**src/rtl/ecc_err_pkg.sv**
```systemverilog
package ecc_err_pkg;
   localparam int GRP_W        = 5;
   localparam int GRPS_PER_REG = 2;
   localparam int BANK_LSB     = 16;

   localparam logic [2:0] ETYPE_NONE   = 3'b000;
   localparam logic [2:0] ETYPE_UNCORR = 3'b010;

   typedef enum logic [1:0] {
      SEL_ADDR  = 2'd0,
      SEL_STATA = 2'd1,
      SEL_STATB = 2'd2,
      SEL_NONE  = 2'd3
   } cfg_sel_e;

   typedef struct packed {
      logic       lock;
      logic       rd;
      logic [2:0] etype;
   } master_grp_t;
endpackage

```
**src/rtl/ecc_err_master_slot.sv**
```systemverilog
module ecc_err_master_slot
   import ecc_err_pkg::*;
(
   input  logic               clk,
   input  logic               rst_n,
   input  logic               hit,
   input  logic               uncorr,
   input  logic               rd,
   input  logic               lock_take,
   input  logic [GRP_W-1:0]   clr,
   output master_grp_t        grp
);
   master_grp_t grp_q;
   logic        ue_hit;

   assign ue_hit = hit && uncorr;

   always_ff @(posedge clk) begin
      if (!rst_n) begin
         grp_q <= '0;
      end else begin
         if (ue_hit) grp_q.etype <= ETYPE_UNCORR;
         else        grp_q.etype <= grp_q.etype & ~clr[2:0];

         if (ue_hit)      grp_q.rd <= rd;
         else if (clr[3]) grp_q.rd <= 1'b0;

         if (lock_take)   grp_q.lock <= 1'b1;
         else if (clr[4]) grp_q.lock <= 1'b0;
      end
   end

   assign grp = grp_q;


   etype_legal_chk: assert property (@(posedge clk) disable iff (!rst_n)
      (grp_q.etype == ETYPE_NONE) || (grp_q.etype == ETYPE_UNCORR));


   rw_capture_chk: assert property (@(posedge clk) disable iff (!rst_n)
      ue_hit |=> (grp_q.rd == $past(rd)));


   event_wins_chk: assert property (@(posedge clk) disable iff (!rst_n)
      (ue_hit && clr[1]) |=> (grp_q.etype == ETYPE_UNCORR));


   rw_clear_chk: assert property (@(posedge clk) disable iff (!rst_n)
      (clr[3] && !ue_hit) |=> !grp_q.rd);
endmodule

```
**src/rtl/ecc_err_addr_cap.sv**
```systemverilog
module ecc_err_addr_cap #(
   parameter int ADDR_W = 32
) (
   input  logic              clk,
   input  logic              rst_n,
   input  logic              ev_valid,
   input  logic              locked,
   input  logic [ADDR_W-1:0] ev_addr,
   output logic [ADDR_W-1:0] addr_q
);
   always_ff @(posedge clk) begin
      if (!rst_n)                  addr_q <= '0;
      else if (ev_valid && !locked) addr_q <= ev_addr;
   end


   locked_hold_chk: assert property (@(posedge clk) disable iff (!rst_n)
      locked |=> $stable(addr_q));


   open_capture_chk: assert property (@(posedge clk) disable iff (!rst_n)
      (ev_valid && !locked) |=> (addr_q == $past(ev_addr)));
endmodule

```
**src/rtl/ecc_err_log.sv**
```systemverilog
module ecc_err_log
   import ecc_err_pkg::*;
#(
   parameter int ADDR_W    = 32,
   parameter int DATA_W    = 32,
   parameter int N_MASTERS = 4,
   parameter int N_BANKS   = 4,
   localparam int MID_W    = $clog2(N_MASTERS),
   localparam int BID_W    = $clog2(N_BANKS)
) (
   input  logic              clk,
   input  logic              rst_n,
   input  logic              ev_valid,
   input  logic [ADDR_W-1:0] ev_addr,
   input  logic [MID_W-1:0]  ev_master,
   input  logic [BID_W-1:0]  ev_bank,
   input  logic              ev_read,
   input  logic              ev_uncorr,
   input  logic              ev_lock,
   input  logic              cfg_sel_we,
   input  logic              cfg_data_we,
   input  logic [DATA_W-1:0] cfg_wdata,
   output logic [DATA_W-1:0] cfg_rdata
);
   localparam int N_STAT = N_MASTERS / GRPS_PER_REG;

   if (ADDR_W > DATA_W) begin : g_bad_addr_w
      $error("ecc_err_log: ADDR_W must not exceed DATA_W");
   end
   if (N_MASTERS != 4 || N_BANKS != 4) begin : g_bad_counts
      $error("ecc_err_log: layout needs four masters and four banks");
   end
   if (DATA_W < BANK_LSB + N_BANKS) begin : g_bad_data_w
      $error("ecc_err_log: DATA_W too narrow for bank flags");
   end

   cfg_sel_e                        sel_q;
   logic [N_STAT-1:0][DATA_W-1:0]   clr_reg;
   logic [N_STAT-1:0][DATA_W-1:0]   stat_img;
   master_grp_t                     grp [N_MASTERS];
   logic [N_MASTERS-1:0]            lock_vec;
   logic [N_BANKS-1:0]              bank_q;
   logic                            locked;
   logic [ADDR_W-1:0]               addr_q;

   always_ff @(posedge clk) begin
      if (!rst_n)          sel_q <= SEL_ADDR;
      else if (cfg_sel_we) sel_q <= cfg_sel_e'(cfg_wdata[1:0]);
   end

   always_comb begin
      clr_reg = '0;
      if (cfg_data_we && sel_q == SEL_STATA) clr_reg[0] = cfg_wdata;
      if (cfg_data_we && sel_q == SEL_STATB) clr_reg[1] = cfg_wdata;
   end

   assign locked = |lock_vec;

   ecc_err_addr_cap #(.ADDR_W(ADDR_W)) u_addr (
      .clk      (clk),
      .rst_n    (rst_n),
      .ev_valid (ev_valid),
      .locked   (locked),
      .ev_addr  (ev_addr),
      .addr_q   (addr_q)
   );

   for (genvar g = 0; g < N_MASTERS; g++) begin : g_master
      localparam int RI = g / GRPS_PER_REG;
      localparam int OF = (g % GRPS_PER_REG) * GRP_W;
      logic hit;
      assign hit = ev_valid && (ev_master == MID_W'(g));

      ecc_err_master_slot u_slot (
         .clk       (clk),
         .rst_n     (rst_n),
         .hit       (hit),
         .uncorr    (ev_uncorr),
         .rd        (ev_read),
         .lock_take (hit && ev_lock && !locked),
         .clr       (clr_reg[RI][OF +: GRP_W]),
         .grp       (grp[g])
      );
      assign lock_vec[g] = grp[g].lock;
   end

   for (genvar b = 0; b < N_BANKS; b++) begin : g_bank
      always_ff @(posedge clk) begin
         if (!rst_n)                                bank_q[b] <= 1'b0;
         else if (ev_valid && ev_bank == BID_W'(b)) bank_q[b] <= 1'b1;
         else if (clr_reg[0][BANK_LSB + b])         bank_q[b] <= 1'b0;
      end
   end

   always_comb begin
      stat_img = '0;
      for (int g = 0; g < N_MASTERS; g++)
         stat_img[g / GRPS_PER_REG][(g % GRPS_PER_REG) * GRP_W +: GRP_W] = grp[g];
      stat_img[0][BANK_LSB +: N_BANKS] = bank_q;
   end

   always_comb begin
      case (sel_q)
         SEL_ADDR:  cfg_rdata = DATA_W'(addr_q);
         SEL_STATA: cfg_rdata = stat_img[0];
         SEL_STATB: cfg_rdata = stat_img[1];
         default:   cfg_rdata = '0;
      endcase
   end


   bank_set_chk: assert property (@(posedge clk) disable iff (!rst_n)
      ev_valid |=> bank_q[$past(ev_bank)]);


   single_lock_chk: assert property (@(posedge clk) disable iff (!rst_n)
      $onehot0(lock_vec));
endmodule

```
**config.mk**
```make
export PLATFORM = sky130hd
export DESIGN_NAME = ecc_err_log
export DESIGN_NICKNAME = d
export VERILOG_FILES = /design/src/rtl/ecc_err_pkg.sv /design/src/rtl/ecc_err_master_slot.sv /design/src/rtl/ecc_err_addr_cap.sv /design/src/rtl/ecc_err_log.sv
export SDC_FILE = /design/constraint.sdc
export NUM_CORES = 1
export LEC_CHECK = 0
export BUFFER_PORTS_ARGS = -buffer_cell sky130_fd_sc_hd__buf_4
export CORE_AREA = 3 3 104 106
export CTS_CLUSTER_DIAMETER = 120
export DETAILED_ROUTE_END_ITERATION = 8
export DIE_AREA = 0 0 107 109
export PLACE_DENSITY = 0.6
export SYNTH_ARGS = -nofsm -noshare
export SYNTH_HDL_FRONTEND = slang
export SYNTH_HIERARCHICAL = 1
export SYNTH_SLANG_ARGS = --single-unit
```
**constraint.sdc**
```tcl
create_clock -name clk -period 2.48 [get_ports clk]
set_clock_uncertainty 0.2 [all_clocks]
set_input_delay 0.496 -clock clk [delete_from_list [all_inputs] [get_ports clk]]
set_output_delay 0.496 -clock clk [all_outputs]
set_load 0.02 [all_outputs]
```
* Yosys cells after proc, flatten, opt, wreduce, memory -nomap -nowiden *
Index checks and enable logic that the tools add are counted.

word-level totals
  register bits = 58
  input port bits = 76
  output and inout port bits = 32
  logic and storage cells = 114

operators by class
  equal/unequal tests = 8
  muxes and demuxes = 31
  bitwise gates (word level) = 9
  reduce and logical (&&, ||, !) cells = 44

operators with widths
  operator                                                          number
  32-bit one-hot mux with 3 select lines                            1
  1-bit 2-to-1 mux                                                  24
  2-bit nonzero test                                                12
  1-bit logical AND                                                 23
  20-bit 2-to-1 mux                                                 1
  3-bit AND                                                         4
  3-bit inverter                                                    4
  2-bit == test (second input constant)                             5
  10-bit 2-to-1 mux                                                 1
  2-bit 2-to-1 mux                                                  4
  2-bit OR reduction                                                4
  2-bit by 1-bit == test with 1-bit output (second input constant)  3
  2-bit logical NOT                                                 3
  4-bit OR reduction                                                1
  1-bit logical NOT                                                 1
  1-bit inverter                                                    1

* Logic depth before layout (Yosys ltp) *
  depth in word-level cells = 6
  depth in mapped cells = 6
  gate-level depth less buffers = 5

* By module *
Netlist, hierarchy kept.

modules (own cells, without submodules)
  module               instances  cells each  area an instance (um^2)  sequential area each (um^2)
  ecc_err_addr_cap     1          140         1323.8                   640.6
  ecc_err_log          1          116         903.4                    120.1
  ecc_err_master_slot  4          16          185.2                    100.1

* Least setup slack after synthesis *
Ideal clock, no wire load.

  kind = register to output
  from = reg sel_q[0]
  to = out cfg_rdata[1]
  arrival = 1.202 ns
  data required time = 1.784 ns
  setup slack = 0.582 ns
  cell stages (with the launch flop) = 5
  buffers on the path = 2
  cells stage by stage = dfxtp_1 buf_2 buf_4 mux2i_1 o2bb2ai_1

on the way
  longest elaborated chain between the ends = 2
  elaborated cells on any way between the ends = 4
  classes of those cells = eq/ne (2); mux (1); reduce/logical (1)

RTL lines
  what                                      line                RTL
  from (decl)                               ecc_err_log.sv:37   cfg_sel_e sel_q;
  from (signal assigned)                    ecc_err_log.sv:48   else if (cfg_sel_we) sel_q <= cfg_sel_e'(cfg_wdata[1:0]);
  2-bit == test (tied with other cells)     ecc_err_log.sv:103  case (sel_q)
  32-bit one-hot mux with 3 select lines *  ecc_err_log.sv:103
  to (decl)                                 ecc_err_log.sv:23   output logic [DATA_W-1:0] cfg_rdata

Every way passes the cells marked *; elsewhere a longest branch is shown, timed or not.

* Worst setup path in the final report *
  from = reg sel_q[0]
  to = out cfg_rdata[0]

Same word-level chain as after synthesis.

==> out/results.ini <==
[yosys]
synth_area_leader_cell=dfxtp_1
synth_edf_count=0
syn_area_per_cell_sq_um=9.27
seq_area_frac_synth=0.391
synth_nets=396
ys.flop_type=dfxtp_1
async_reset_ff_frac=0
ys_warn_count=6
ys_ff_latch=58
yosysMostFrequentCell=nand2_1
netlist_instances=320
synth_common_cells=70 x nand2_1, 58 x dfxtp_1, 48 x mux2i_1
synth_area_sq_um=2970
ys_types=31
synth_top_area_share=0.391
synth.area.top_cells=dfxtp_1 39%, mux2i_1 16%, nand2_1 8.9%, and2_1 5.9%, nor3b_2 4.2%

[critical_path]
cpLargestDelayFamily=flip-flops
cp-start-kind=register
crit_path_max_incr_delay_ns=0.49
crit_chain=buf_4 > mux2i_1 > o2bb2ai_1 > buf_4
crit_required_ns=1.78
crit_buf_inv=2
reg2reg_slack_ns=0.50
cpMostUsedCell=buf_4
r2r-end=u_addr/addr_q[30]
cp_slowest_cell=dfxtp_1
end_kind=primary output
cp_data_arrival_time_ns=1.57
path_max_fanout=9
worstRegToRegCells=4
r2r_start=g_master[2].u_slot/grp[4]
path_class=reg2out

[power_and_ir_drop]
ir_worst_vdd_mv=0.226
power_density_nw_per_um2=615
p_leak_nw=1.77

[min_path]
hold_end=bank_q[0]
hp-start=ev_bank[0]
hp-class=in2reg
hold_depth=2

[clock_tree]
cts_tree=done
cts_buffers=9
cts.path.max_buffers=2
cts_max_level=3
cts_hold_buf=0
root_buffer=clkbuf_8
postCtsResizedCells=0
cts.sinks=58
post_cts.repair.setup_buffers=0
clkTransAtPathRegs_ns=0.06
insertion_delay_ns=0.34

[die]
start_util=0.301
die_x_um=107
die-area_sq_um=11700
rows=36
ios=108
die_h_um=109
core-area_sq_um=9860

[placement]
post-dp-hpwl_um=5440
placed_area_sq_um=3720
gp_congestion=0.719
place.port_buffers=89

[job]
cap_violations=0

[cells_and_area]
nets=484
finish.instance_area_sq_um=3940
multi_input_area_sq_um=1640
fillers=1013
drive_gt1_frac=0.327
diodes=0
seq_area_sq_um=1160
syn_to_final_growth_pct=32.8

[routing]
post-route-drc-count=0
vias_per_cell=4.45
detail_route.wl_per_cell_um=13.6
route.vias.total=2428
drt-initial-drc-count=112
routed_wl_um=7430
firstDrtPassIters=4
ant_nets=0

[timing]
max_freq_mhz=441
finalHoldViolations=0
finalSetupViolations=0
period_minus_slack_ns=2.27
rsz0062_at_grt=false
slew_viol_final=0
period_share=0.914
relSlewSlack=0.617
finalSetupTns_ns=0
worstMarginPinSlew_ns=0.575

[global_routing]
antenna_found_initial=0
grtUsageTotal=0.129
grt-ovfl-total=0
grt_max_degree=58
grt_pass1_vias=2386
grt_pass1_wl_um=11700

[run_status]
status=completed

==> logic make-up after synthesis <==
group | Yosys count | share of synthesized area
flops | 58 | 0.391
mux | 48 | 0.162
buf+inv | 24 | 0.0573
compound gates | 26 | 0.0700
simple gates | 164 | 0.320
==> where the power goes <==
group | total [W] | internal (W) | switching (W)
clock network | 0.000974 | 0.000590 | 0.000384
registers | 0.00101 | 0.000985 | 0.0000272
logic | 0.000437 | 0.000213 | 0.000224
==> stage by stage <==
stage | hold WS, ns | power, W | utilization | std cells | worst slack, ns
CTS | 0.161 | 0.00246 | 0.400 | 546 | 0.173
floorplan | 0.230 | 0.00130 | - | 320 | 0.582
finish | 0.179 | 0.00242 | 0.400 | 546 | 0.213
global route | 0.168 | 0.00253 | 0.400 | 546 | 0.102
detailed placement | 0.247 | 0.00148 | 0.377 | 530 | 0.494
global placement | 0.238 | 0.00147 | 0.377 | 530 | 0.545
==> cell type report <==
type,count,area share
multi-input cells,238,0.415
flip-flops and latches,58,0.295
repair buffers,98,0.190
well taps,133,0.0422
clock buffers,11,0.0359
clock inverters,5,0.0197
inverters,3,0.00286
==> layout by cell type, fill, tap and decap left out, types with 2 or more instances in the layout <==
cell type | Yosys | final
nand2_2 | 8 | 8
o2bb2ai_1 | 10 | 10
dfxtp_1 | 58 | 58
mux2i_1 | 48 | 48
nand3_1 | 5 | 5
o22ai_1 | 2 | 2
nor2b_1 | 7 | 7
bufinv_16 | 0 | 2
o21a_1 | 4 | 4
a21boi_0 | 4 | 4
o32ai_1 | 2 | 2
a21boi_1 | 4 | 4
clkinv_2 | 0 | 2
nand2_1 | 70 | 70
and2_1 | 28 | 28
clkbuf_8 | 0 | 10
nand2b_1 | 4 | 4
and3_1 | 11 | 11
nor2_1 | 6 | 6
inv_1 | 3 | 3
buf_4 | 2 | 97
nand3b_1 | 5 | 5
nor3b_2 | 10 | 10
and4b_1 | 4 | 4
==> worst max-delay path by stage <==
stage                              to  slack (ns)  cells after the start                       from
CTS                      cfg_rdata[0]        0.17                      4                   sel_q[0]
global route             cfg_rdata[7]        0.10                      4                   sel_q[0]
floorplan                cfg_rdata[1]        0.58                      4                   sel_q[0]
detailed placement  u_addr/addr_q[12]        0.49                      4  g_master[2].u_slot/grp[4]
finish                   cfg_rdata[0]        0.21                      4                   sel_q[0]
global placement    u_addr/addr_q[30]        0.54                      4  g_master[2].u_slot/grp[4]
==> state kept, by name, indices dropped and copies added, names as in the netlist <==
register	count
bank_q	4
g_master.u_slot/grp	20
sel_q	2
u_addr/addr_q	32
==> per-layer routing <==
layer  vias up  track usage  routed length, um
met3         9       0.0320                410
met5         -            0                  0
met2        59        0.209               3390
met4         0       0.0502                 97
met1      1099        0.167               3540
li1       1261            -                  -
(Power assumes the default switching activity.)
